===== src/rtl/tapcal_pkg.sv =====
package tapcal_pkg;

  typedef enum logic [2:0] {
    ST_IDLE,
    ST_SETTLE,
    ST_STREAM,
    ST_REQ,
    ST_EVAL,
    ST_FINAL
  } cal_state_e;

endpackage


===== src/rtl/tapcal_pattern_gen.sv =====
// Word stream for one compare pass; index restarts whenever the stream pauses.
module tapcal_pattern_gen #(
  parameter int GROUPS = 256,  // 2..256
  parameter int WORD_W = 32,
  parameter int IDX_W  = $clog2(GROUPS) + 2
) (
  input  logic              clk_i,
  input  logic              rst_ni,
  input  logic              adv_i,
  output logic [IDX_W-1:0]  idx_o,
  output logic [WORD_W-1:0] word_o,
  output logic              last_o
);
  localparam int GRP_W = IDX_W - 2;
  localparam int HALF  = WORD_W / 2;

  logic [IDX_W-1:0] idx_q;
  logic [7:0]       grp;
  logic [1:0]       sub;
  logic             lo_bit, hi_bit;

  always_ff @(posedge clk_i or negedge rst_ni) begin
    if (!rst_ni)    idx_q <= '0;
    else if (adv_i) idx_q <= idx_q + IDX_W'(1);
    else            idx_q <= '0;
  end

  always_comb begin
    grp = '0;
    grp[GRP_W-1:0] = idx_q[IDX_W-1:2];
    sub    = idx_q[1:0];
    lo_bit = grp[{sub, 1'b0}];
    hi_bit = grp[{sub, 1'b1}];
  end

  assign word_o = {{HALF{hi_bit}}, {HALF{lo_bit}}};
  assign idx_o  = idx_q;
  assign last_o = &idx_q;

endmodule


===== src/rtl/tapcal_midpoint.sv =====
module tapcal_midpoint #(
  parameter int TAP_W = 6
) (
  input  logic [TAP_W:0]   upper_i,
  input  logic [TAP_W:0]   lower_i,
  output logic [TAP_W-1:0] mid_o,
  output logic [TAP_W-1:0] mid_p1_o
);
  logic [TAP_W+1:0] sum;
  logic [TAP_W+1:0] half;

  always_comb begin
    sum  = {1'b0, upper_i} + {1'b0, lower_i};
    half = sum >> 1;
    mid_o = half[TAP_W-1:0];
    // lane 1 saturates at the top tap
    mid_p1_o = (&mid_o) ? mid_o : mid_o + TAP_W'(1);
  end

endmodule


===== src/rtl/tapcal_seq.sv =====
module tapcal_seq
  import tapcal_pkg::*;
#(
  parameter int TAP_W      = 6,
  parameter int TAP_CEIL   = 32,
  parameter int SETTLE_CYC = 4,
  parameter int PASSES     = 2
) (
  input  logic             clk_i,
  input  logic             rst_ni,
  input  logic             start_i,
  input  logic [TAP_W-1:0] init_tap_i,
  input  logic             test_ack_i,
  input  logic             test_fail_i,
  input  logic             last_word_i,
  output logic [TAP_W-1:0] tap_o,
  output logic [TAP_W:0]   upper_o,
  output logic [TAP_W:0]   lower_o,
  output logic             busy_o,
  output logic             stream_o,
  output logic             test_req_o,
  output logic             fin_o
);
  localparam int SCNT_W = $clog2(SETTLE_CYC + 1);
  localparam int PASS_W = (PASSES > 1) ? $clog2(PASSES) : 1;
  localparam logic [SCNT_W-1:0] SCNT_LAST = SCNT_W'(SETTLE_CYC - 1);
  localparam logic [PASS_W-1:0] PASS_LAST = PASS_W'(PASSES - 1);
  localparam logic [TAP_W-1:0]  CEIL      = TAP_W'(TAP_CEIL);

  cal_state_e        state_q;
  logic [TAP_W-1:0]  tap_q, init_q;
  logic [TAP_W:0]    upper_q, lower_q;
  logic [SCNT_W-1:0] scnt_q;
  logic [PASS_W-1:0] pass_q;
  logic              up_q, fail_q;

  always_ff @(posedge clk_i or negedge rst_ni) begin
    if (!rst_ni) begin
      state_q <= ST_IDLE;
      tap_q   <= '0;
      init_q  <= '0;
      upper_q <= '0;
      lower_q <= '0;
      scnt_q  <= '0;
      pass_q  <= '0;
      up_q    <= 1'b1;
      fail_q  <= 1'b0;
    end else begin
      unique case (state_q)
        ST_IDLE: begin
          if (start_i) begin
            tap_q   <= init_tap_i;
            init_q  <= init_tap_i;
            up_q    <= 1'b1;
            scnt_q  <= '0;
            pass_q  <= '0;
            state_q <= ST_SETTLE;
          end
        end
        ST_SETTLE: begin
          if (scnt_q == SCNT_LAST) begin
            scnt_q  <= '0;
            state_q <= ST_STREAM;
          end else begin
            scnt_q <= scnt_q + SCNT_W'(1);
          end
        end
        ST_STREAM: begin
          if (last_word_i) state_q <= ST_REQ;
        end
        ST_REQ: begin
          if (test_ack_i) begin
            if (test_fail_i || pass_q == PASS_LAST) begin
              fail_q  <= test_fail_i;
              pass_q  <= '0;
              state_q <= ST_EVAL;
            end else begin
              pass_q  <= pass_q + PASS_W'(1);
              state_q <= ST_STREAM;
            end
          end
        end
        ST_EVAL: begin
          if (up_q) begin
            if (fail_q) begin
              upper_q <= (tap_q == '0) ? '0 : {1'b0, tap_q} - (TAP_W+1)'(1);
              up_q    <= 1'b0;
              tap_q   <= init_q;
            end else if (tap_q < CEIL) begin
              tap_q <= tap_q + TAP_W'(1);
            end else begin
              upper_q <= {1'b0, tap_q};
              up_q    <= 1'b0;
              tap_q   <= init_q;
            end
            state_q <= ST_SETTLE;
          end else begin
            if (fail_q) begin
              lower_q <= {1'b0, tap_q} + (TAP_W+1)'(1);
              state_q <= ST_FINAL;
            end else if (tap_q == '0) begin
              lower_q <= '0;
              state_q <= ST_FINAL;
            end else begin
              tap_q   <= tap_q - TAP_W'(1);
              state_q <= ST_SETTLE;
            end
          end
        end
        ST_FINAL: state_q <= ST_IDLE;
        default:  state_q <= ST_IDLE;
      endcase
    end
  end

  assign tap_o      = tap_q;
  assign upper_o    = upper_q;
  assign lower_o    = lower_q;
  assign busy_o     = (state_q != ST_IDLE);
  assign stream_o   = (state_q == ST_STREAM);
  assign test_req_o = (state_q == ST_REQ);
  assign fin_o      = (state_q == ST_FINAL);

endmodule


===== src/rtl/tapcal_engine.sv =====
module tapcal_engine #(
  parameter int TAP_W      = 6,
  parameter int TAP_CEIL   = 32,
  parameter int SETTLE_CYC = 4,
  parameter int PASSES     = 2,
  parameter int GROUPS     = 256,
  parameter int WORD_W     = 32,
  localparam int IDX_W     = $clog2(GROUPS) + 2
) (
  input  logic              clk_i,
  input  logic              rst_ni,
  input  logic              start_i,
  input  logic [TAP_W-1:0]  init_tap_i,
  output logic [TAP_W-1:0]  lane0_tap_o,
  output logic [TAP_W-1:0]  lane1_tap_o,
  output logic              test_req_o,
  input  logic              test_ack_i,
  input  logic              test_fail_i,
  output logic              pat_valid_o,
  output logic [IDX_W-1:0]  pat_idx_o,
  output logic [WORD_W-1:0] pat_word_o,
  output logic              done_o
);
  logic [TAP_W-1:0] trial_tap, mid, mid_p1, fin0_q, fin1_q;
  logic [TAP_W:0]   upper, lower;
  logic             busy, stream, last_word, fin, done_q;

  tapcal_seq #(
    .TAP_W(TAP_W), .TAP_CEIL(TAP_CEIL), .SETTLE_CYC(SETTLE_CYC), .PASSES(PASSES)
  ) u_seq (
    .clk_i(clk_i), .rst_ni(rst_ni), .start_i(start_i), .init_tap_i(init_tap_i),
    .test_ack_i(test_ack_i), .test_fail_i(test_fail_i), .last_word_i(last_word),
    .tap_o(trial_tap), .upper_o(upper), .lower_o(lower), .busy_o(busy),
    .stream_o(stream), .test_req_o(test_req_o), .fin_o(fin)
  );

  tapcal_pattern_gen #(
    .GROUPS(GROUPS), .WORD_W(WORD_W), .IDX_W(IDX_W)
  ) u_pat (
    .clk_i(clk_i), .rst_ni(rst_ni), .adv_i(stream),
    .idx_o(pat_idx_o), .word_o(pat_word_o), .last_o(last_word)
  );

  tapcal_midpoint #(.TAP_W(TAP_W)) u_mid (
    .upper_i(upper), .lower_i(lower), .mid_o(mid), .mid_p1_o(mid_p1)
  );

  always_ff @(posedge clk_i or negedge rst_ni) begin
    if (!rst_ni) begin
      fin0_q <= '0;
      fin1_q <= '0;
      done_q <= 1'b0;
    end else begin
      done_q <= fin;
      if (fin) begin
        fin0_q <= mid;
        fin1_q <= mid_p1;
      end
    end
  end

  // trial tap on both lanes while busy, centred result otherwise
  assign lane0_tap_o = busy ? trial_tap : fin0_q;
  assign lane1_tap_o = busy ? trial_tap : fin1_q;
  assign pat_valid_o = stream;
  assign done_o      = done_q;

endmodule


===== config.mk =====
export PLATFORM = sky130hd
export DESIGN_NAME = tapcal_engine
export DESIGN_NICKNAME = d
export VERILOG_FILES = /design/src/rtl/tapcal_pkg.sv /design/src/rtl/tapcal_pattern_gen.sv /design/src/rtl/tapcal_midpoint.sv /design/src/rtl/tapcal_seq.sv /design/src/rtl/tapcal_engine.sv
export SDC_FILE = /design/constraint.sdc
export NUM_CORES = 1
export LEC_CHECK = 0
export BUFFER_PORTS_ARGS = -buffer_cell sky130_fd_sc_hd__buf_2
export CAP_MARGIN = 0
export CORE_MARGIN = 2
export CORE_UTILIZATION = 57
export CTS_CLUSTER_DIAMETER = 120
export DETAILED_ROUTE_END_ITERATION = 8
export HOLD_SLACK_MARGIN = 0.1
export PLACE_DENSITY = 0.9
export SLEW_MARGIN = 20
export SYNTH_ARGS = -nofsm -noshare
export SYNTH_HDL_FRONTEND = slang
export SYNTH_HIERARCHICAL = 1
export SYNTH_SLANG_ARGS = --single-unit

===== constraint.sdc =====
create_clock -name clk_i -period 3.4 [get_ports clk_i]
set_input_delay 0.34 -clock clk_i [delete_from_list [all_inputs] [get_ports clk_i]]
set_output_delay 0.34 -clock clk_i [all_outputs]
set_load 0.05 [all_outputs]

==> impl_metrics.env <==
export IMPL_cp_cell_sequence="and2_1 -> fa_1 -> xor2_1 -> ha_1 -> nand3_2 -> or3_4 -> mux2_4 -> mux2_4"
export IMPL_vdd_drop_max_v=0.000668
export IMPL_finalHoldViolCount=0
export IMPL_crit_arrival_ns=2.99
export IMPL_syn_nets=418
export IMPL_required_ns=3.62
export IMPL_place_gp_congestion=0.955
export IMPL_clock_root_buffer="clkbuf_8"
export IMPL_fin_crit_sh=0.814
export IMPL_yosys_area_top_type="dfrtp_1"
export IMPL_synth_seq_cells=58
export IMPL_io_buffers=67
export IMPL_route_met3_wl_um=459
export IMPL_synth_top_family_by_area="simple AND/OR/NAND/NOR gates"
export IMPL_worstSetupStartpointType="flip-flop"
export IMPL_die_x_um=86.3
export IMPL_setup_tns_final_ns=0
export IMPL_io_pin_count=68
export IMPL_hold_slack_ns=0.216
export IMPL_ys_seq_area_frac=0.377
export IMPL_cts_buffers=9
export IMPL_ys_types=69
export IMPL_layout_drive_gt1_share=0.296
export IMPL_nets=450
export IMPL_met1_length_um=3520
export IMPL_dp_hpwl_um=5770
export IMPL_dp_cells=493
export IMPL_post_cts_repair_setup_buffers=0
export IMPL_yosys_area_share_simple=0.180
export IMPL_initial_core_util=0.597
export IMPL_synth_edf_count=0
export IMPL_min_path_type="input pin to flip-flop"
export IMPL_max_freq_mhz=361
export IMPL_path_buf_inv=0
export IMPL_clockBufferDepth=2
export IMPL_ys_warn_count=6
export IMPL_dr_pass1_iters=5
export IMPL_synthAdderAreaFrac=0.0376
export IMPL_clock_sinks=58
export IMPL_clk_pin_slew_ns=0.07
export IMPL_synth_area_leaders="dfrtp_1, mux2_4, buf_4"
export IMPL_final_cell_mix="buf_2, dfrtp_1, nand2_1"
export IMPL_drt_iter0_drc=219
export IMPL_critPathMaxFanout=5
export IMPL_cellPowerDensity_mw_per_mm2=948
export IMPL_run_status="completed"
export IMPL_skew_ns=0.00348
export IMPL_timing_rr_start="u_seq/upper_o[0]"
export IMPL_synthFlopType="dfrtp_1"
export IMPL_avgRoutedWirePerCell_um=16.1
export IMPL_period_needed_ns=2.77
export IMPL_cpMostUsedCell="mux2_4"
export IMPL_tightest_slew_ns=0.851
export IMPL_async_reset_ff_frac=1.00
export IMPL_ant_nets=0
export IMPL_slew_headroom=0.429
export IMPL_maxSlewViolCount=0
export IMPL_htreeDepth=3
export IMPL_postSynthAreaPerCell_um2=9.74
export IMPL_clk_latency_ns=0.33
export IMPL_synth_top_area_share=0.370
export IMPL_grt_pass1_wl_um=13300
export IMPL_synthesis_area_mm2=0.00386
export IMPL_antenna_found_initial=0
export IMPL_grt_overflow=0
export IMPL_final_setup_worst_slack_ns=0.634
export IMPL_layout_commonest_cell="buf_2"
export IMPL_power_total_mw=3.95
export IMPL_hold_path_end="u_seq/init_q[2]"
export IMPL_cap_violations=0
export IMPL_cts_tree="built"
export IMPL_nFillCells=530
export IMPL_reg2regPathDepth=8
export IMPL_synthCells=396
export IMPL_viasPerCell=5.91
export IMPL_rsz0062_at_grt="false"
export IMPL_die_h_um=86.3
export IMPL_dr_wl_met2_um=4050
export IMPL_grt_max_degree=31
export IMPL_synth_xor_area_share=0.0357
export IMPL_cp_slowest_cell="fa_1"
export IMPL_final_cells=510
export IMPL_grt_pass1_vias=2832
export IMPL_die_area_mm2=0.00744
export IMPL_finalSetupViolCount=0
export IMPL_wirelength_um=8200
export IMPL_synth_mux_area_frac=0.136
export IMPL_area_delta_synth_final_pct=7.91
export IMPL_highest_layer="met4"
export IMPL_max_stage_delay_ns=0.41
export IMPL_rrSetupSlack_ns=0.63
export IMPL_row_count=29
export IMPL_power_leakage_nw=2.07
export IMPL_path_delay_family="adder cells"
export IMPL_cts_resized=0
export IMPL_pre_cts_slack_ns=0.657
export IMPL_remaining_drc_errors=0
export IMPL_vias=3014
export IMPL_antenna_cells=0
export IMPL_holdCritStartpoint="init_tap_i[2]"
export IMPL_crit_start="u_seq/upper_o[0]"
export IMPL_r2r_end="fin1_q[1]"
export IMPL_synth_compound_area_frac=0.136
export IMPL_end_kind="flip-flop"
export IMPL_hold_depth=3
export IMPL_critical_path_class="flip-flop to flip-flop"
export IMPL_core_area_mm2=0.00646
export IMPL_grt_usage=0.229
-- worst reg2reg max path: cells and delay by family, from the launching register on --
kind,cells,cell delay [ns]
fa+ha+maj,2,0.73
simple gates,3,0.65
mux,2,0.55
flops,1,0.39
xor+xnor,1,0.34
-- routing by layer --
metal  track usage  up-vias
met5             0        -
met4        0.0966        0
met3        0.0552       17
met2         0.374      109
met1         0.292     1450
li1              -     1438
-- sequential cells by signal, summed over array words and instances (netlist names) --
name           flops
done_o             1
u_seq/fail_q       1
fin1_q             6
u_seq/init_q       6
u_seq/scnt_q       3
u_seq/up_q         1
u_pat/idx_o       10
u_seq/lower_o      7
u_seq/pass_q       1
u_seq/tap_o        6
u_seq/state_q      3
fin0_q             6
u_seq/upper_o      7
-- power breakdown --
part	internal [mW]	switching (mW)	total, mW
Sequential	0.906	0.350	1.26
Clock	0.321	0.277	0.599
Combinational	0.809	1.28	2.09
-- cell families after synthesis --
kind of cell	after synthesis
AO/OA/AOI/OAI	80
XOR/XNOR	14
adder cells (fa/ha/maj)	11
buffers and inverters	59
flip-flops	58
multiplexers	38
AND/OR/NAND/NOR	136
-- synth_stat cells (2+ instances only) --
| master | n |
|---|---|
| or3_1 | 3 |
| nand2_1 | 43 |
| buf_2 | 3 |
| nor2_1 | 32 |
| and2_1 | 4 |
| o21ai_1 | 5 |
| o22a_1 | 2 |
| mux2_2 | 6 |
| mux4_1 | 2 |
| o22ai_1 | 2 |
| xnor2_1 | 7 |
| and3_1 | 2 |
| nor3_1 | 9 |
| a21oi_1 | 23 |
| ha_1 | 10 |
| nand3_1 | 16 |
| mux2_4 | 21 |
| nand4_1 | 2 |
| a21boi_0 | 2 |
| o21ai_0 | 13 |
| a31oi_1 | 5 |
| inv_1 | 10 |
| o21a_1 | 2 |
| a311oi_1 | 2 |
| a32o_1 | 3 |
| buf_6 | 4 |
| mux2i_1 | 9 |
| xor2_1 | 5 |
| buf_4 | 33 |
| a211o_1 | 2 |
| o31ai_1 | 4 |
| a211oi_1 | 2 |
| nor2b_1 | 6 |
| clkbuf_1 | 9 |
| dfrtp_1 | 57 |
| nand2b_1 | 3 |
-- per-stage QoR --
stage	area (um2)	util
global placement	3960	0.614
finish	4160	0.645
floorplan	3860	-
detailed placement	3960	0.614
CTS	4160	0.645
global route	4160	0.645
-- cell type report --
class	count	area (um2)	area share
Inverter	10	37.5	0.00902
Clock inverter	4	25.0	0.00601
Sequential cell	58	1450	0.349
Tap cell	77	96.3	0.0231
Timing Repair Buffer	70	360	0.0866
Clock buffer	12	165	0.0397
Multi-Input combinational cell	279	2030	0.487
-- worst max-delay path by stage --
stage	slack, ns	cells past startpoint	to
floorplan	0.67	4	u_pat/idx_o[5]
global placement	0.72	8	fin1_q[1]
detailed placement	0.66	8	fin1_q[1]
CTS	0.63	8	fin1_q[1]
global route	0.51	8	fin1_q[1]
finish	0.63	8	fin1_q[1]
-- repair_timing --
| action | CTS | global route |
|---|---|---|
| endpoints found under the hold margin | 29 | 0 |
| hold buffers | 1 | 0 |
| endpoints found under the setup margin | 0 | 0 |
Power figures use the tool's default switching activity.
